==> src/rtl/cam_grab_pkg.sv <==
package cam_grab_pkg;

    // Default geometry used by the top level parameters
    localparam int unsigned CAM_DATA_W_DEF  = 8;
    localparam int unsigned CAM_ADDR_W_DEF  = 12;
    localparam int unsigned CAM_ROW_W_DEF   = 10;
    localparam int unsigned CAM_SYNC_DEF    = 2;

    // Capture sequencer states
    typedef enum logic [1:0] {
        ST_IDLE    = 2'd0,
        ST_ARM     = 2'd1,
        ST_CAPTURE = 2'd2,
        ST_DONE    = 2'd3
    } grab_state_e;

    // Per-cycle sensor events, all in the system clock domain
    typedef struct packed {
        logic pclk_rise;   // pixel clock went low to high
        logic line_on;     // line-valid currently high
        logic line_end;    // line-valid went high to low
        logic frame_on;    // frame-valid currently high
    } cam_evt_t;

    // The sensor is between frames and between lines
    function automatic logic sensor_quiet(input cam_evt_t e);
        return !e.frame_on && !e.line_on;
    endfunction

    // A byte is taken on a pixel clock rise inside an active line
    function automatic logic sample_now(input cam_evt_t e);
        return e.pclk_rise && e.line_on;
    endfunction

    // State decode for the busy flag
    function automatic logic state_active(input grab_state_e s);
        return s != ST_IDLE;
    endfunction

endpackage

==> src/rtl/cam_sync.sv <==
// Multi-stage synchroniser for a vector of asynchronous inputs.
// Every bit goes through the same number of stages, so bits that
// move together at the input still line up at the output.
module cam_sync #(
    parameter int unsigned W      = 11,
    parameter int unsigned STAGES = 2
) (
    input  logic         clk,
    input  logic         rst,
    input  logic [W-1:0] d,
    output logic [W-1:0] q
);
    logic [W-1:0] stg_q [STAGES];

    for (genvar s = 0; s < STAGES; s++) begin : g_stage
        if (s == 0) begin : g_first
            always_ff @(posedge clk) begin
                if (rst) stg_q[s] <= '0;
                else     stg_q[s] <= d;
            end
        end else begin : g_next
            always_ff @(posedge clk) begin
                if (rst) stg_q[s] <= '0;
                else     stg_q[s] <= stg_q[s-1];
            end
        end
    end

    assign q = stg_q[STAGES-1];
endmodule

==> src/rtl/cam_event_det.sv <==
// Turns synchronised sensor levels into per-cycle events. The pixel
// clock is oversampled, so a rise is seen once per sensor period and
// the next rise needs the clock to have gone low again first.
module cam_event_det
    import cam_grab_pkg::*;
(
    input  logic     clk,
    input  logic     rst,
    input  logic     pclk_s,
    input  logic     lv_s,
    input  logic     fv_s,
    output cam_evt_t evt
);
    logic pclk_q;
    logic lv_q;

    always_ff @(posedge clk) begin
        if (rst) begin
            pclk_q <= 1'b0;
            lv_q   <= 1'b0;
        end else begin
            pclk_q <= pclk_s;
            lv_q   <= lv_s;
        end
    end

    always_comb begin
        evt.pclk_rise = pclk_s & ~pclk_q;
        evt.line_on   = lv_s;
        evt.line_end  = lv_q & ~lv_s;
        evt.frame_on  = fv_s;
    end
endmodule

==> src/rtl/cam_capture_ctrl.sv <==
// Capture sequencer: arming, line counting, byte limit and the
// registered memory write port.
module cam_capture_ctrl
    import cam_grab_pkg::*;
#(
    parameter int unsigned DATA_W = 8,
    parameter int unsigned ADDR_W = 12,
    parameter int unsigned ROW_W  = 10
) (
    input  logic              clk,
    input  logic              rst,
    input  logic              start,
    input  logic [ROW_W-1:0]  cfg_rows,
    input  logic [ADDR_W:0]   cfg_buf_len,
    input  cam_evt_t          evt,
    input  logic [DATA_W-1:0] pix_data,
    output logic              mem_we,
    output logic [ADDR_W-1:0] mem_addr,
    output logic [DATA_W-1:0] mem_wdata,
    output logic              busy,
    output logic              done,
    output logic [ADDR_W:0]   byte_count,
    output logic [ADDR_W:0]   limit_o
);
    localparam int unsigned CNT_W = ADDR_W + 1;
    localparam logic [CNT_W-1:0] DEPTH = CNT_W'(1) << ADDR_W;

    grab_state_e       state_q;
    logic [ROW_W-1:0]  rows_q;
    logic [ROW_W-1:0]  lines_q;
    logic [CNT_W-1:0]  lim_q;
    logic [CNT_W-1:0]  cnt_q;
    logic              we_q;
    logic [ADDR_W-1:0] addr_q;
    logic [DATA_W-1:0] wdata_q;

    logic [CNT_W-1:0]  cnt_inc;
    logic [ROW_W-1:0]  lines_inc;
    logic [CNT_W-1:0]  lim_clamped;

    always_comb begin
        cnt_inc     = cnt_q + 1'b1;
        lines_inc   = lines_q + 1'b1;
        lim_clamped = (cfg_buf_len > DEPTH) ? DEPTH : cfg_buf_len;
    end

    always_ff @(posedge clk) begin
        if (rst) begin
            state_q <= ST_IDLE;
            rows_q  <= '0;
            lines_q <= '0;
            lim_q   <= '0;
            cnt_q   <= '0;
            we_q    <= 1'b0;
            addr_q  <= '0;
            wdata_q <= '0;
        end else begin
            we_q <= 1'b0;
            unique case (state_q)
                ST_IDLE: begin
                    if (start) begin
                        rows_q  <= cfg_rows;
                        lim_q   <= lim_clamped;
                        cnt_q   <= '0;
                        lines_q <= '0;
                        state_q <= ST_ARM;
                    end
                end
                ST_ARM: begin
                    if (sensor_quiet(evt)) begin
                        if (rows_q == '0 || lim_q == '0) state_q <= ST_DONE;
                        else                             state_q <= ST_CAPTURE;
                    end
                end
                ST_CAPTURE: begin
                    if (sample_now(evt)) begin
                        we_q    <= 1'b1;
                        addr_q  <= cnt_q[ADDR_W-1:0];
                        wdata_q <= pix_data;
                        cnt_q   <= cnt_inc;
                        if (cnt_inc == lim_q) state_q <= ST_DONE;
                    end else if (evt.line_end) begin
                        lines_q <= lines_inc;
                        if (lines_inc == rows_q) state_q <= ST_DONE;
                    end
                end
                ST_DONE: begin
                    state_q <= ST_IDLE;
                end
                default: state_q <= ST_IDLE;
            endcase
        end
    end

    assign mem_we     = we_q;
    assign mem_addr   = addr_q;
    assign mem_wdata  = wdata_q;
    assign busy       = state_active(state_q);
    assign done       = (state_q == ST_DONE);
    assign byte_count = cnt_q;
    assign limit_o    = lim_q;
endmodule

==> src/rtl/cam_frame_grab.sv <==
module cam_frame_grab
    import cam_grab_pkg::*;
#(
    parameter int unsigned DATA_W      = CAM_DATA_W_DEF,
    parameter int unsigned ADDR_W      = CAM_ADDR_W_DEF,
    parameter int unsigned ROW_W       = CAM_ROW_W_DEF,
    parameter int unsigned SYNC_STAGES = CAM_SYNC_DEF
) (
    input  logic              clk,
    input  logic              rst,
    input  logic              start,
    input  logic [ROW_W-1:0]  cfg_rows,
    input  logic [ADDR_W:0]   cfg_buf_len,
    input  logic              cam_pclk,
    input  logic              cam_lv,
    input  logic              cam_fv,
    input  logic [DATA_W-1:0] cam_data,
    output logic              mem_we,
    output logic [ADDR_W-1:0] mem_addr,
    output logic [DATA_W-1:0] mem_wdata,
    output logic              busy,
    output logic              done,
    output logic [ADDR_W:0]   byte_count
);
    localparam int unsigned CNT_W  = ADDR_W + 1;
    localparam int unsigned SYNC_W = DATA_W + 3;

    logic [SYNC_W-1:0] raw_bus;
    logic [SYNC_W-1:0] sync_bus;
    logic              pclk_s;
    logic              lv_s;
    logic              fv_s;
    logic [DATA_W-1:0] data_s;
    cam_evt_t          evt;
    logic [CNT_W-1:0]  ctl_limit;

    // Data passes through the same chain as the strobes
    assign raw_bus = {cam_pclk, cam_lv, cam_fv, cam_data};

    cam_sync #(
        .W      (SYNC_W),
        .STAGES (SYNC_STAGES)
    ) sync_i (
        .clk (clk),
        .rst (rst),
        .d   (raw_bus),
        .q   (sync_bus)
    );

    assign {pclk_s, lv_s, fv_s, data_s} = sync_bus;

    cam_event_det evt_i (
        .clk    (clk),
        .rst    (rst),
        .pclk_s (pclk_s),
        .lv_s   (lv_s),
        .fv_s   (fv_s),
        .evt    (evt)
    );

    cam_capture_ctrl #(
        .DATA_W (DATA_W),
        .ADDR_W (ADDR_W),
        .ROW_W  (ROW_W)
    ) ctrl_i (
        .clk         (clk),
        .rst         (rst),
        .start       (start),
        .cfg_rows    (cfg_rows),
        .cfg_buf_len (cfg_buf_len),
        .evt         (evt),
        .pix_data    (data_s),
        .mem_we      (mem_we),
        .mem_addr    (mem_addr),
        .mem_wdata   (mem_wdata),
        .busy        (busy),
        .done        (done),
        .byte_count  (byte_count),
        .limit_o     (ctl_limit)
    );
endmodule

==> config.mk <==
export PLATFORM = sky130hd
export DESIGN_NAME = cam_frame_grab
export DESIGN_NICKNAME = d
export VERILOG_FILES = /design/src/rtl/cam_grab_pkg.sv /design/src/rtl/cam_sync.sv /design/src/rtl/cam_event_det.sv /design/src/rtl/cam_capture_ctrl.sv /design/src/rtl/cam_frame_grab.sv
export SDC_FILE = /design/constraint.sdc
export NUM_CORES = 1
export LEC_CHECK = 0
export CAP_MARGIN = 15
export CORE_ASPECT_RATIO = 0.75
export CORE_MARGIN = 3
export CORE_UTILIZATION = 57
export CTS_CLUSTER_DIAMETER = 60
export CTS_CLUSTER_SIZE = 8
export DETAILED_ROUTE_END_ITERATION = 7
export PLACE_DENSITY = 0.85
export RECOVER_POWER = 25
export SLEW_MARGIN = 25
export SYNTH_ARGS = -nofsm -noshare
export SYNTH_HDL_FRONTEND = slang
export SYNTH_SLANG_ARGS = --single-unit
==> constraint.sdc <==
create_clock -name clk -period 3.47 [get_ports clk]
set_input_delay 0.694 -clock clk [delete_from_list [all_inputs] [get_ports clk]]
set_output_delay 0.694 -clock clk [all_outputs]
set_load 0.02 [all_outputs]
# [After elaboration in Yosys (flattened, before gate mapping)]
# Memory sizes are Yosys's and may differ from the RTL's.
# Index checks and enable logic that the tools add are counted.
[op_classes] n_eq_ne=13 addsub=2 mux=22 n_reduce_logical=16 bitwise=7 n_lt_le_gt_ge=1
[op_table] cell="two-way mux 13 bit" count=3
[op_table] cell="two-way mux 10 bit" count=3
[op_table] cell="case mux 13 bit (2 select lines)" count=1
[op_table] cell="two-way mux 11 bit" count=2
[op_table] cell="case mux 10 bit (2 select lines)" count=1
[op_table] cell="adder 13 x 1 -> 13 bit, second input constant" count=1
[op_table] cell="== test 13 bit" count=1
[op_table] cell="greater-than comparator 13 bit, second input constant" count=1
[op_table] cell="zero test 13 bit" count=1
[op_table] cell="two-way mux 2 bit" count=6
[op_table] cell="adder 10 x 1 -> 10 bit, second input constant" count=1
[op_table] cell="== test 10 bit" count=1
[op_table] cell="zero test 10 bit" count=1
[op_table] cell="case mux 2 bit (4 select lines)" count=1
[op_table] cell="!= test 2 x 1 -> 1 bit, second input constant" count=3
[op_table] cell="!= test 3 x 1 -> 1 bit, second input constant" count=2
[op_table] cell="two-way mux 1 bit" count=5
[op_table] cell="AND reduction 5 bit" count=1
[op_table] cell="== test 2 bit, second input constant" count=2
[op_table] cell="!= test 2 bit, second input constant" count=2
[op_table] cell="AND reduction 2 bit" count=2
[op_table] cell="AND reduction 4 bit" count=1
[op_table] cell="nonzero test 2 bit" count=2
[op_table] cell="!= test 3 bit, second input constant" count=1
[op_table] cell="10 further kinds" count=16
[word_totals] output_inout_bits=36 ram_bits=22 word_cells=72 n_memories=1 ff_bits=71
[mem_list] memory="sync_i.stg_q" depth=2 word_bits=11 rd=2 rd_clocked_by_memory_dff=0 wr=2 line="cam_sync.sv:13" source="logic [W-1:0] stg_q [STAGES];"

# [Logic depth before layout (Yosys ltp)]
# Gate-level depths: netlist of run 1.
[depth] depth_word=6 mapped_depth=9

# [Modules after synthesis]
# Synthesis of run 1 repeated with hierarchy kept, for this count alone.
[unflattened] hier_cells=521 hier_area_um2=4311.6
[modules_own_cells] module="cam_capture_ctrl" seq_area_each_um2=1381.3 instances=1 area_per_inst_um2=3585.9 cells_per_inst=467
[modules_own_cells] module="cam_sync" seq_area_each_um2=440.4 instances=1 area_per_inst_um2=640.6 cells_per_inst=46
[modules_own_cells] module="cam_event_det" seq_area_each_um2=40.0 instances=1 area_per_inst_um2=85.1 cells_per_inst=8

# [Least setup slack after synthesis of run 1]
# No wires, ideal clock.
[synth_path] path_type="register to register" from="reg ctrl_i.cnt_q[0] (netlist: ctrl_i.byte_count[0])" to="reg ctrl_i.state_q[1]" arrival_time_ps=2322 period_less_slack_ps=2389 slack_ps=1081 required_ps=3403 path_stages_with_launch=10 cell_sequence="dfxtp_1 > ha_1 > clkbuf_1 > and2_1 > nand4_1 > xnor2_1 > nor4_2 > a31oi_1 > or3b_1 > a21oi_2"
[synth_via] elab_chain_len=4
[synth_rtl] element="start, declared" line="cam_capture_ctrl.sv:32" source="logic [CNT_W-1:0] cnt_q;"
[synth_rtl] element="start signal, assigned" line="cam_capture_ctrl.sv:80" source="cnt_q <= cnt_inc;"
[synth_rtl] element="adder 13 x 1 -> 13 bit" line="cam_capture_ctrl.sv:42" source="cnt_inc = cnt_q + 1'b1;"
[synth_rtl] element="== test 13 bit" line="cam_capture_ctrl.sv:81" source="if (cnt_inc == lim_q) state_q <= ST_DONE;"
[synth_rtl] element="!= test 3 bit (no line)"
[synth_rtl] element="AND reduction 5 bit (no line)"
[synth_rtl] element="end signal, assigned" line="cam_capture_ctrl.sv:49" source="state_q <= ST_IDLE;"
[synth_rtl] element="end signal, assigned" line="cam_capture_ctrl.sv:81"
[synth_rtl] element="end signal, assigned" line="cam_capture_ctrl.sv:84" source="if (lines_inc == rows_q) state_q <= ST_DONE;"
[synth_rtl] element="end, declared" line="cam_capture_ctrl.sv:28" source="grab_state_e state_q;"
# Every way passes these cells.
# A chain may end at the register's enable or synchronous reset.

# [Final worst setup path of run 1]
# Ends and elaborated chain as after synthesis.

==> flow_metrics.py, run 1 <==
metrics = {
    "finish": {
        "drive_gt1_share_pct": 5.51,
        "diodes": 0,
        "instances_no_fill": 679,
        "final_util_pct": 73.7,
        "n_fill_cell": 544,
        "syn_to_final_growth_pct": 22.6,
        "nNetsFinal": 619,
    },
    "setup_path": {
        "slowest_stage": "dfxtp_1",
        "crit_fanout": 8,
        "crit_required_ps": 3780,
        "worst_setup_path_start_kind": "flip-flop",
        "crit_path_end_kind": "flip-flop",
        "critPathMaxStageDelay_ps": 460,
        "arrival_ps": 2920,
        "path_class": "reg -> reg",
        "reg2reg_slack_ps": 860,
        "path_delay_family": "simple AND/OR/NAND/NOR gates",
        "cp.buffers_inverters": 0,
        "path_cells": "ha_1 -> and3_2 -> nand3_1 -> xnor2_1 -> nor4_1 -> a31oi_1 -> or3b_1 -> a21oi_2",
    },
    "die": {
        "die_w_um": 105,
        "die_height_um": 80.2,
        "core_sq_um": 6960,
        "ios": 73,
        "start_util_pct": 60.1,
        "core.rowCount": 26,
        "die-area_sq_um": 8420,
    },
    "synthesis": {
        "synth_area_per_cell_sq_um": 8.09,
        "synth_edf_count": 0,
        "synth_seq_cells": 93,
        "synth_warnings": 0,
        "yosys-top-cells-area": "dfxtp_1 44%, nand2_1 8.4%, a21oi_1 7.3%",
        "synth.distinct_cells": 54,
        "synth_area_sq_um": 4180,
        "synth_ff_type": "dfxtp_1",
        "ys_async_sr_fraction_pct": 0,
        "yosysSeqAreaShare_pct": 44.5,
        "syn_inst": 517,
        "yosysTopAreaCell": "dfxtp_1",
        "synth_nets": 560,
        "synth_top_area_share_pct": 44.5,
    },
    "drt": {
        "routedWlPerCell_um": 15.0,
        "dr.pass1.iters": 5,
        "drc": 0,
        "drt-total-wl_mm": 10.2,
        "drtIter0Drc": 261,
        "ant_nets": 0,
        "num_vias": 3836,
        "vias_per_cell": 5.65,
    },
    "global_routing": {
        "grt_start_max_net_pins": 48,
        "use_met1_pct": 31.8,
        "grt_antenna_before_repair": 0,
        "track_usage_pct": 24.3,
        "groute.layer.met3.usage_pct": 6.99,
        "grtUsageMet2_pct": 39.8,
        "grt_pass1_vias": 3587,
        "grt-busiest-layer": "met2",
        "grt_pass1_wl_mm": 16.8,
        "globalRoute.totalOverflow": 0,
    },
    "clock_tree": {
        "cts_hold_buf": 0,
        "post_cts_buffers": 0,
        "clk_pin_slew_worst_paths_ps": 100,
        "ctsLongestPathBuffers": 2,
        "numCtsBuffers": 9,
        "clk_latency_ps": 360,
        "clkSinkCount": 93,
        "cts_tree": "yes",
        "cts_resized": 0,
        "cts-root-buf": "clkbuf_8",
        "htreeDepth": 3,
    },
    "run": {
        "max-cap-violations": 1,
    },
    "timing": {
        "finalSetupViolCount": 0,
        "hold_violations": 0,
        "setup_tns_ps": 0,
        "fmax_mhz": 383,
        "worst_slew_pin_slew_ps": 1950,
        "worst_clock_skew_ps": 12.5,
        "rsz0062_at_grt": "no",
        "timing.final.ws_setup_ps": 857,
        "slew_viol_final": 47,
        "slew_headroom_pct": -29.9,
        "min_period_ps": 2610,
        "fin_crit_sh_pct": 75.3,
    },
    "power": {
        "ir_worst_vdd_uv": 393,
        "p_leak_nw": 1.82,
        "power_density_nw_per_um2": 502,
    },
    "status": {
        "failed_checks": "capacitance limit, slew limit",
        "status": "finished, violations left",
    },
    "min_path": {
        "hold_class": "reg -> reg",
    },
    "place": {
        "hpwl_mm": 7.24,
        "dpl_worst_slack_ps": 554,
        "port_buffers": 72,
        "dp_cells": 663,
        "gp_congestion": 0.905,
    },
}
## tightest hold or removal path: cells and delay by family (launching register included)
kind / cells / cell delay, ps
flops: 1 / 310
compound gates: 1 / 50
simple gates: 1 / 40
## per-stage QoR
step | hold WS [ps] | power, mW | cell area [sq um]
6_report | 438 | 2.58 | 5130
5_1_grt | 452 | 2.72 | 5130
4_1_cts | 441 | 2.58 | 5130
3_5_place_dp | 420 | 1.92 | 4950
3_3_place_gp | 417 | 1.89 | 4950
2_1_floorplan | 414 | 1.69 | 4180
## power breakdown
group          internal (mW)  switching, mW  leakage, nW  total (mW)
combinational          0.288          0.424        0.967       0.711
clock                  0.275          0.400       0.0940       0.675
sequential              1.13         0.0619        0.757        1.19
## registers in the layout, indices dropped and copies added, names as in the netlist
| signal | count |
|---|---|
| evt_i.lv_q | 1 |
| ctrl_i.rows_q | 10 |
| ctrl_i.state_q | 2 |
| sync_i.stg_q | 22 |
| ctrl_i.lines_q | 10 |
| ctrl_i.limit_o | 13 |
| ctrl_i.mem_addr | 12 |
| ctrl_i.byte_count | 13 |
| ctrl_i.mem_we | 1 |
| ctrl_i.mem_wdata | 8 |
| evt_i.pclk_q | 1 |
## synthesized netlist by cell type (all sizes together), types with 4 or more instances
library cell,number
nand2,94
dfxtp,93
a21oi,62
nor2,42
nor2b,26
clkbuf,25
nand3,19
nor3,16
o21ai,16
xnor2,15
xor2,14
nor4,13
a22oi,7
ha,6
inv,6
nand3b,6
a31oi,5
and3,5
buf,5
nand2b,5
and4,4
nand4,4
nor3b,4
## layer usage
metal | vias up | wire [um]
met5 | - | 0
met2 | 165 | 4760
li1 | 1895 | -
met3 | 13 | 794
met4 | 0 | 75
met1 | 1763 | 4530
## layout make-up
type / count / area, sq um / share of cell area, %
Timing Repair Buffer: 78 / 772 / 15.0
Clock buffer: 10 / 128 / 2.49
Multi-Input combinational cell: 388 / 2170 / 42.4
Sequential cell: 93 / 1860 / 36.3
Inverter: 6 / 22.5 / 0.439
Clock inverter: 6 / 51.3 / 1.00
Tap cell: 98 / 123 / 2.39
## placed cells by master (no fill, tap or decap), types with 12 or more instances in the layout
master,instances
a21oi_1,61
clkdlybuf4s50_1,71
dfxtp_1,93
nand2_1,94
nand3_1,19
nor2_1,42
nor2b_1,26
nor3_1,15
nor4_1,12
o21ai_0,16
xnor2_1,15
xor2_1,14
## kinds of logic (layout without fill, tap and decap cells)
family	Yosys count	in the layout	share of synthesized area, %
XOR/XNOR	29	29	6.07
adder cells (fa/ha/maj)	6	6	1.79
multiplexers	2	2	0.538
AO/OA/AOI/OAI	102	102	14.0
AND/OR/NAND/NOR	249	249	29.5
flip-flops	93	93	44.5
buffers and inverters	36	100	3.56
## worst paths after layout
check | from | to | cells after the start
min | sync_i.stg_q[1][5]$_SDFF_PP0_ | ctrl_i.mem_wdata[5]$_SDFFE_PP0P_ | 2
max reg2reg | ctrl_i.byte_count[0]$_SDFFE_PP0P_ | ctrl_i.state_q[1]$_SDFFE_PP0P_ | 8
max | ctrl_i.byte_count[0]$_SDFFE_PP0P_ | ctrl_i.state_q[1]$_SDFFE_PP0P_ | 8
min reg2reg | sync_i.stg_q[1][5]$_SDFF_PP0_ | ctrl_i.mem_wdata[5]$_SDFFE_PP0P_ | 2
No activity file was read; power rests on OpenSTA's default activity.
==> run 2, diff against run 1 <==
- CORE_UTILIZATION: 57 -> 53
- PLACE_DENSITY: 0.85 -> 0.8
- clock period: 3.47 -> 2.5 ns (I/O delays scaled with it)
==> flow_metrics.py, run 2 (synthesized netlist as in run 1, its figures left out) <==
metrics = {
    "setup_path": {
        "reg2reg_slack_ps": 180,
        "r2r-start": "ctrl_i.byte_count[0]$_SDFFE_PP0P_",
        "setup.worst_path.start": "ctrl_i.state_q[0]$_SDFFE_PP0P_",
        "crit_path_end_kind": "output pin",
        "reg2reg_depth": 8,
        "arrival_ps": 1850,
        "worst_setup_path_start_kind": "flip-flop",
        "crit_required_ps": 2000,
        "path_class": "reg -> out",
        "rr_endpoint": "ctrl_i.state_q[1]$_SDFFE_PP0P_",
        "crit_fanout": 6,
    },
    "die": {
        "die-area_sq_um": 9010,
        "core.rowCount": 27,
        "die_height_um": 82.9,
        "die_w_um": 109,
        "core_sq_um": 7500,
        "ios": 73,
        "start_util_pct": 55.8,
    },
    "global_routing": {
        "grt_pass1_wl_mm": 17.7,
        "grt_pass1_vias": 3606,
        "grt_antenna_before_repair": 0,
        "globalRoute.totalOverflow": 0,
        "track_usage_pct": 24.5,
        "grt_start_max_net_pins": 94,
    },
    "timing": {
        "holdWs_ps": 429,
        "hold_violations": 0,
        "fin_crit_sh_pct": 94.0,
        "worst_clock_skew_ps": 12.0,
        "worst_slew_pin_slew_ps": 908,
        "slew_viol_final": 0,
        "finalSetupViolCount": 0,
        "rsz0062_at_grt": "no",
        "fmax_mhz": 426,
        "slew_headroom_pct": 39.5,
        "timing.final.ws_setup_ps": 151,
        "min_period_ps": 2350,
    },
    "drt": {
        "drtIter0Drc": 303,
        "routedWlPerCell_um": 15.4,
        "drt-total-wl_mm": 10.7,
        "vias_per_cell": 5.61,
        "dr.pass1.iters": 5,
        "ant_nets": 0,
        "drc": 0,
        "num_vias": 3901,
    },
    "finish": {
        "fin_area_sq_um": 5280,
        "final_util_pct": 70.4,
        "nNetsFinal": 632,
        "drive_gt1_share_pct": 8.42,
        "syn_to_final_growth_pct": 26.2,
        "final_cell_mix": "94 x nand2_1, 93 x dfxtp_1, 71 x clkdlybuf4s50_1, 61 x a21oi_1, 42 x nor2_1",
        "final_common_cell": "nand2_1",
        "largest_register": "sync_i.stg_q",
        "diodes": 0,
        "largest_reg_flops": 22,
    },
    "clock_tree": {
        "clk_pin_slew_worst_paths_ps": 110,
        "clk_latency_ps": 360,
        "clkSinkCount": 93,
        "htreeDepth": 3,
        "ctsLongestPathBuffers": 2,
        "cts-root-buf": "clkbuf_8",
        "cts_tree": "yes",
        "cts_hold_buf": 0,
        "numCtsBuffers": 9,
    },
    "min_path": {
        "hold_class": "reg -> reg",
        "whs_path_depth": 2,
        "hp-start": "sync_i.stg_q[1][1]$_SDFF_PP0_",
        "min_to": "ctrl_i.mem_wdata[1]$_SDFFE_PP0P_",
    },
    "power": {
        "p_leak_nw": 1.90,
        "ir_worst_vdd_uv": 510,
        "power_density_nw_per_um2": 704,
    },
    "place": {
        "port_buffers": 72,
        "hpwl_mm": 7.41,
        "place_area_sq_um": 5050,
        "gp_congestion": 0.952,
        "dpl_worst_slack_ps": -107,
    },
    "status": {
        "status": "finished clean",
    },
    "run": {
        "max-cap-violations": 0,
    },
}
-- run 2: cell types whose count changed in the layout (fill, tap and decap cells not counted), sizes merged --
cell,delta
clkinv,+1
buf,+12
-- run 2: worst max-delay path by stage --
| stage | depth (start not counted) | end |
|---|---|---|
| floorplan | 9 | ctrl_i.state_q[1]$_SDFFE_PP0P_ |
| CTS | 4 | busy |
| global route | 8 | ctrl_i.state_q[1]$_SDFFE_PP0P_ |
| detailed placement | 8 | ctrl_i.state_q[1]$_SDFFE_PP0P_ |
| finish | 4 | busy |
| global placement | 8 | ctrl_i.state_q[1]$_SDFFE_PP0P_ |
-- run 2: critical path, cell delays in order (launching register included) --
cell,delay [ps]
dfxtp_1,410
inv_1,110
ha_2,230
inv_1,120
clkdlybuf4s50_1,620
-- run 2: metrics by stage --
stage / total power, mW / cells / TNS, ps
6_report: 3.72 / 695 / 0
5_1_grt: 3.93 / 695 / 0
4_1_cts: 3.71 / 695 / 0
3_5_place_dp: 2.69 / 679 / -206
3_3_place_gp: 2.66 / 679 / -133
2_1_floorplan: 2.34 / 517 / 0
-- run 2: cell type report --
cell class / count / area (sq um)
Inverter: 6 / 22.5
Tap cell: 101 / 126
Clock inverter: 7 / 83.8
Clock buffer: 9 / 124
Multi-Input combinational cell: 388 / 2200
Timing Repair Buffer: 91 / 866
Sequential cell: 93 / 1860
Fill cell: 632 / 2220
-- run 2: layer usage --
metal / vias to the layer above / global-route usage, % / share of wire, %
li1: 1929 / - / -
met1: 1796 / 35.1 / 45
met2: 162 / 37.1 / 46
met3: 14 / 6.29 / 8.2
met4: 0 / 5.28 / 1.1
met5: - / 0 / 0
-- run 2: report_power, final --
| group | total (mW) | internal, mW | switching, mW |
|---|---|---|---|
| clock network | 1.01 | 0.406 | 0.607 |
| logic | 1.04 | 0.427 | 0.615 |
| registers | 1.66 | 1.57 | 0.0916 |
-- run 2: what timing repair did --
| action | 4_1_cts | 5_1_grt |
|---|---|---|
| setup buffers | 0 | 0 |
| gates resized for setup | 0 | 5 |
| endpoints found under the setup margin | 0 | 3 |
